===== src/rtl/brc_pkg.sv =====
package brc_pkg;

  // Direction of the bound being enforced
  typedef enum logic {
    BRC_LATE  = 1'b0,  // response must not come after the bound
    BRC_EARLY = 1'b1   // response must not come before the bound
  } brc_mode_e;

  // Arguments are zero-extended to 32 bits by the caller (CNT_W, BOUND_W <= 32)
  function automatic logic late_breach(input int unsigned el, input int unsigned lim);
    return el > lim;
  endfunction

  function automatic logic early_breach(input int unsigned el, input int unsigned lim);
    return el < lim;
  endfunction

endpackage


===== src/rtl/brc_rise.sv =====
// Rising-edge detect against a registered copy of the input
module brc_rise (
  input  logic clk,
  input  logic rst_n,
  input  logic sig_i,
  output logic rise_o
);

  logic sig_q;

  always_ff @(posedge clk) begin
    if (!rst_n) sig_q <= 1'b0;
    else        sig_q <= sig_i;
  end

  assign rise_o = sig_i & ~sig_q;

endmodule


===== src/rtl/brc_timer.sv =====
// Single-obligation tracker: pending flag plus saturating elapsed count
module brc_timer #(
  parameter int CNT_W = 8
) (
  input  logic             clk,
  input  logic             rst_n,
  input  logic             start_i,
  input  logic             resp_i,
  output logic             pending_o,
  output logic [CNT_W-1:0] elapsed_o,
  output logic             accept_o,
  output logic             met_o,
  output logic [CNT_W-1:0] met_el_o
);

  localparam logic [CNT_W-1:0] CNT_TOP = {CNT_W{1'b1}};

  function automatic logic [CNT_W-1:0] step_sat(input logic [CNT_W-1:0] v);
    return (v == CNT_TOP) ? v : v + CNT_W'(1);
  endfunction

  logic             pend_q;
  logic [CNT_W-1:0] el_q;

  // A start is taken only when nothing is outstanding
  assign accept_o = start_i & ~pend_q;
  // Obligation discharged this cycle, either open or opened-and-closed at once
  assign met_o    = resp_i & (pend_q | accept_o);
  assign met_el_o = pend_q ? el_q : '0;

  always_ff @(posedge clk) begin
    if (!rst_n) begin
      pend_q <= 1'b0;
      el_q   <= '0;
    end else if (accept_o) begin
      el_q   <= '0;
      pend_q <= ~resp_i;
    end else if (pend_q) begin
      if (resp_i) pend_q <= 1'b0;
      else        el_q   <= step_sat(el_q);
    end
  end

  assign pending_o = pend_q;
  assign elapsed_o = el_q;

endmodule


===== src/rtl/brc_judge.sv =====
// Bound comparison and sticky error
module brc_judge
  import brc_pkg::*;
#(
  parameter int CNT_W   = 8,
  parameter int BOUND_W = 8
) (
  input  logic               clk,
  input  logic               rst_n,
  input  brc_mode_e          mode_i,
  input  logic               pending_i,
  input  logic [CNT_W-1:0]   elapsed_i,
  input  logic               met_i,
  input  logic [CNT_W-1:0]   met_el_i,
  input  logic [BOUND_W-1:0] bound_i,
  output logic               viol_o,
  output logic               error_o
);

  logic err_q;

  always_comb begin
    unique case (mode_i)
      BRC_LATE:  viol_o = pending_i & late_breach(32'(elapsed_i), 32'(bound_i));
      BRC_EARLY: viol_o = met_i & early_breach(32'(met_el_i), 32'(bound_i));
      default:   viol_o = 1'b0;
    endcase
  end

  always_ff @(posedge clk) begin
    if (!rst_n)      err_q <= 1'b0;
    else if (viol_o) err_q <= 1'b1;
  end

  assign error_o = err_q | viol_o;

endmodule


===== src/rtl/brc_monitor.sv =====
module brc_monitor
  import brc_pkg::*;
#(
  parameter int CNT_W   = 8,
  parameter int BOUND_W = 8
) (
  input  logic               clk,
  input  logic               rst_n,
  input  logic               mode_min_i,
  input  logic [BOUND_W-1:0] bound_i,
  input  logic               trig_i,
  input  logic               resp_i,
  output logic               pending_o,
  output logic [CNT_W-1:0]   elapsed_o,
  output logic               error_o
);

  // Named internal events, visible to the bound checker
  logic             trig_rise;
  logic             accept;
  logic             met_now;
  logic [CNT_W-1:0] met_el;
  logic             viol_now;

  brc_rise u_rise (
    .clk    (clk),
    .rst_n  (rst_n),
    .sig_i  (trig_i),
    .rise_o (trig_rise)
  );

  brc_timer #(.CNT_W(CNT_W)) u_timer (
    .clk       (clk),
    .rst_n     (rst_n),
    .start_i   (trig_rise),
    .resp_i    (resp_i),
    .pending_o (pending_o),
    .elapsed_o (elapsed_o),
    .accept_o  (accept),
    .met_o     (met_now),
    .met_el_o  (met_el)
  );

  brc_judge #(.CNT_W(CNT_W), .BOUND_W(BOUND_W)) u_judge (
    .clk       (clk),
    .rst_n     (rst_n),
    .mode_i    (brc_mode_e'(mode_min_i)),
    .pending_i (pending_o),
    .elapsed_i (elapsed_o),
    .met_i     (met_now),
    .met_el_i  (met_el),
    .bound_i   (bound_i),
    .viol_o    (viol_now),
    .error_o   (error_o)
  );

endmodule


===== config.mk =====
export PLATFORM = sky130hd
export DESIGN_NAME = brc_monitor
export DESIGN_NICKNAME = d
export VERILOG_FILES = /design/src/rtl/brc_pkg.sv /design/src/rtl/brc_rise.sv /design/src/rtl/brc_timer.sv /design/src/rtl/brc_judge.sv /design/src/rtl/brc_monitor.sv
export SDC_FILE = /design/constraint.sdc
export NUM_CORES = 1
export LEC_CHECK = 0
export ABC_AREA = 0
export BUFFER_PORTS_ARGS = -buffer_cell sky130_fd_sc_hd__buf_4
export CORE_MARGIN = 4
export CORE_UTILIZATION = 47
export DETAILED_ROUTE_END_ITERATION = 10
export HOLD_SLACK_MARGIN = 0.12
export PLACE_DENSITY = 0.69
export REMOVE_ABC_BUFFERS = 1
export SETUP_SLACK_MARGIN = 0.4
export SYNTH_ARGS = -nofsm -noshare
export SYNTH_HDL_FRONTEND = slang
export SYNTH_SLANG_ARGS = --single-unit

===== constraint.sdc =====
create_clock -name clk -period 2.25 [get_ports clk]
set_input_delay 0.225 -clock clk [delete_from_list [all_inputs] [get_ports clk]]
set_output_delay 0.225 -clock clk [all_outputs]
set_load 0.005 [all_outputs]

# Word-level counts from Yosys, hierarchy flattened
# Index checks and enable logic that the tools add are counted.
[totals]
ff_bits = 11
inputBits = 13
elab_cells = 28
out_inout_bits = 10
[classes]
n_eq_ne = 1
n_reduce_logical = 2
addsub = 1
bitwise = 13
n_mux = 5
order_cmp = 2
[ops]
columns = ["cell", "n"]
rows = [
  ["8-bit by 1-bit adder with 8-bit output (second input constant)", 1],
  ["8-bit == test (second input constant)", 1],
  ["8-bit greater-than comparator", 1],
  ["8-bit less-than comparator", 1],
  ["8-bit 2-to-1 mux", 1],
  ["1-bit NOT", 6],
  ["1-bit bitwise AND", 5],
  ["1-bit 2-to-1 mux", 3],
  ["3-bit AND reduction", 1],
  ["1-bit OR", 2],
  ["1-bit one-hot mux with 2 select lines", 1],
  ["2-bit OR reduction", 1],
]

# Depth between registers and ports, before layout
[depth]
depth_word = 8
depth_mapped = 8
depth_no_buf = 7

# By module
# From an unflattened synthesis, not the netlist that was laid out.
[hier_totals]
cells_unflattened = 111
area_unflattened_um2 = 975.9
[by_module_without_submodules]
columns = ["module", "instances", "seq_area_each_um2", "area_each_um2", "cells_each"]
rows = [
  ["brc_timer", 1, 180.2, 535.5, 58],
  ["brc_judge", 1, 20.0, 400.4, 50],
  ["brc_rise", 1, 20.0, 40.0, 3],
]

# Worst setup path after synthesis
# Ideal clock, no wire load.
[synth_path]
kind = "reg2out"
startpoint = "register u_timer.pend_q, in the netlist u_timer.pending_o"
endpoint = "output error_o"
required_time_ns = 2.025
path_stages_with_launch = 9
t_arrival_ns = 1.730
n_path_buf = 1
setup_slack_ns = 0.295
cell_sequence = "dfxtp_1 > buf_2 > and2_2 > ha_1 > a211o_1 > a21oi_1 > o21ai_1 > a41oi_1 > or3_1"
[synth_via]
elab_chain_len = 7
elab_cells_between_ends = 10
classes_between = "order compare (1); mux (2); bitwise (7)"
[synth_lines]
columns = ["element", "line", "source"]
rows = [
  ["start, declared", "brc_timer.sv:22", "logic pend_q;"],
  ["start signal, assigned", "brc_timer.sv:37", "pend_q <= ~resp_i;"],
  ["parallel branches: the longest is 5 deep, another holds 8-bit less-than comparator", "-", ""],
  ["1-bit one-hot mux with 2 select lines (*)", "brc_judge.sv:23", "unique case (mode_i)"],
  ["1-bit OR (*)", "brc_judge.sv:35", "assign error_o = err_q | viol_o;"],
  ["end, declared", "brc_monitor.sv:15", "output logic error_o"],
]
# Mark *: on every way between the ends.

# Worst setup path in the final report
[layout_path]
startpoint = "register u_timer.el_q[3], in the netlist u_timer.elapsed_o[3]"
endpoint = "output error_o"
[layout_via]
elab_chain_len = 5
elab_cells_between_ends = 7
classes_between = "order compare (2); mux (2); bitwise (3)"
[layout_lines]
columns = ["element", "line", "source"]
rows = [
  ["start, declared", "brc_timer.sv:23", "logic [CNT_W-1:0] el_q;"],
  ["start signal, assigned", "brc_timer.sv:40", "else el_q <= step_sat(el_q);"],
  ["8-bit 2-to-1 mux", "brc_timer.sv:29", "assign met_el_o = pend_q ? el_q : '0;"],
  ["8-bit less-than comparator", "brc_pkg.sv:15", "return el < lim;"],
  ["1-bit bitwise AND", "brc_judge.sv:25", "BRC_EARLY: viol_o = met_i & early_breach(32'(met_el_i), 32'(bound_i));"],
  ["1-bit one-hot mux with 2 select lines (*)", "brc_judge.sv:23", ""],
  ["1-bit OR (*)", "brc_judge.sv:35", ""],
]
# Every way passes the cells marked *; elsewhere a longest branch is shown, timed or not.

==> results.ini <==
[die]
start_util = 0.514
dieWidth_um = 52.2
fp-row-count = 15
coreArea_um2 = 1780
boundaryPins = 23
die_area_um2 = 2720
dieHeight_um = 52.2

[hold_path]
hold_depth = 2
worstHoldPathType = primary input to flip-flop
worstHoldStart = resp_i
hold_path_end = u_timer.pending_o

[synth]
synth_top_cell_by_area = dfxtp_1
synthSimpleGateAreaFrac = 0.269
ys.flop_type = dfxtp_1
synth_xor_area_frac = 0.0573
synthArstFlopShare = 0
synth_edf_count = 0
synth_top_family_by_area = simple AND/OR/NAND/NOR gates
synthDistinctLibCells = 35
seq_area_frac_synth = 0.240
synth_mux_area_frac = 0.0109
synth-seq-cells = 11
syn_avg_cell_area_um2 = 8.49
synth_fa_ha_area_frac = 0.218
synth_top_area_frac = 0.240
ys_top_cells_by_area = dfxtp_1 24%, ha_1 22%, and2_1 4.8%
ys_top_cells_by_count = 16 x ha_1, 11 x dfxtp_1, 11 x inv_1
synth-compound-area-share = 0.154
syn_inst = 108
synth_warnings = 0
netlist_area_um2 = 917
synth.most_common_cell = ha_1

[drt]
via_count = 876
post_drt_via_cell_ratio = 5.18
first_pass_iters = 3
wl_um = 2330
remaining_drc_errors = 0
initialDrtViolationCount = 15
routedWlPerCell_um = 13.8
ant_nets = 0

[worst_setup_path]
start_kind = flip-flop
critPathTopFamily = simple AND/OR/NAND/NOR gates
crit_arrival_ps = 1960
crit_required_ps = 2030
worst_r2r_endpoint = u_judge.err_q
r2r-start = u_timer.pending_o
crit_fanout = 3
end_kind = primary output
crit_type = flip-flop to primary output
worstRegToRegCells = 9
path_cells = ha_4 > a21o_1 > a22oi_2 > o211ai_1 > and3_1 > or3_1 > buf_4
ff2ff_setup_slack_ps = 440
cp_slowest_cell = or3_1
path_buf_inv = 1
slowest_delay_ps = 370

[cells_and_area]
antenna_cells = 0
drive_gt1_frac = 0.410
layout-area-overhead-vs-synth_pct = 45.3
layout.nets = 174

[flow_run]
drv_cap = 0

[timing]
slew_viol_final = 0
slew_headroom = 0.596
setup_viol = 0
fin_skew_ps = 1.56
post-route-period-util = 0.970
worstMarginPinSlew_ps = 602
hold_viol = 0
holdWs_ps = 141
period_minus_slack_ps = 2180
rsz0062_at_grt = yes
max_freq_mhz = 458

[power_and_ir_drop]
p_leak_uw = 0.000651
power.density_nw_per_um2 = 309
design_power_total_uw = 412
peakVddDrop_uv = 232

[clock_network]
cts_sinks = 11
cts_tree = built
clk_path_buf_depth = 2
cts_max_level = 1
root_buffer = clkbuf_4
hold_buffers = 0
clk_pin_slew_worst_paths_ps = 70
clkLatencyLatePin_ps = 270
cts_buffers = 3

[placement]
place.gp.congestion = 0.827
dp_hpwl_um = 1780
portBuffers = 22

[global_route]
grt_pass1_wl_um = 4100
grtUsageTotal = 0.201
grt_pass1_vias = 921
antenna_found_initial = 0
grt_max_degree = 9
globalRouteOverflowTotal = 0

[run_status]
status = completed

## layer usage
metal | share of wire | GRT usage | up-vias
met1 | 0.48 | 0.260 | 399
met2 | 0.49 | 0.335 | 16
li1 | - | - | 456
met5 | 0 | 0 | -
met3 | 0.021 | 0.0313 | 5
met4 | 0.013 | 0.0723 | 0
## repair_timing
item | 4_1_cts | 5_1_grt
pin swaps | 8 | 4
gates resized for setup | 17 | 7
cloned | 0 | 0
setup buffers | 4 | 1
setup endpoints to repair | 1 | 1
## placed cells by master, fill, tap and decap left out, types with 5 or more instances in the layout
master / synthesis / final
buf_4: 0 / 32
inv_1: 11 / 11
ha_1: 16 / 11
nor2_1: 9 / 9
and2_1: 7 / 6
ha_4: 0 / 5
dfxtp_1: 11 / 5
## sequential cells by signal, summed over array words and instances (netlist names)
| name | cells |
|---|---|
| u_timer.elapsed_o | 8 |
| u_timer.pending_o | 1 |
| u_rise.sig_q | 1 |
| u_judge.err_q | 1 |
## final cells by class
cell class / instances / area (µm²)
well taps: 25 / 31.3
flip-flops and latches: 11 / 235
repair buffers: 33 / 251
inverters: 11 / 41.3
clock buffers: 4 / 26.3
multi-input cells: 85 / 747
fillers: 143 / 450
## how the worst max path moves through the flow
stage	end	slack, ps	cells after the start	start
final	error_o	70	7	u_timer.elapsed_o[3]
after global routing	error_o	-2	7	u_timer.elapsed_o[3]
after CTS	error_o	90	8	u_timer.pending_o
after detailed placement	error_o	260	8	u_timer.pending_o
after global placement	error_o	300	9	bound_i[3]
after floorplan	error_o	370	7	u_timer.pending_o
## cells by family after synthesis
logic type      after synthesis
buf+inv                      12
xor+xnor                      6
simple gates                 41
flops                        11
fa+ha+maj                    16
mux                           1
compound gates               21
## through the flow
stage          utilization  instance area, µm²  setup TNS, ps  worst slack [ps]  cells
5_1_grt              0.747                1330          -2.46             -2.46    169
2_1_floorplan            -                 912              0               368    107
3_5_place_dp         0.647                1150              0               261    160
6_report             0.747                1330              0              68.3    169
4_1_cts              0.724                1290              0              86.7    168
3_3_place_gp         0.647                1150              0               305    160
## report_power, final
| part | leakage (µW) | internal (µW) | switching [µW] | total [µW] |
|---|---|---|---|---|
| clock | 0.0000150 | 68.6 | 66.1 | 135 |
| sequential | 0.0000930 | 195 | 2.11 | 197 |
| combinational | 0.000543 | 43.1 | 37.3 | 80.4 |
| total | 0.000651 | 307 | 106 | 412 |
(Power assumes the default switching activity.)
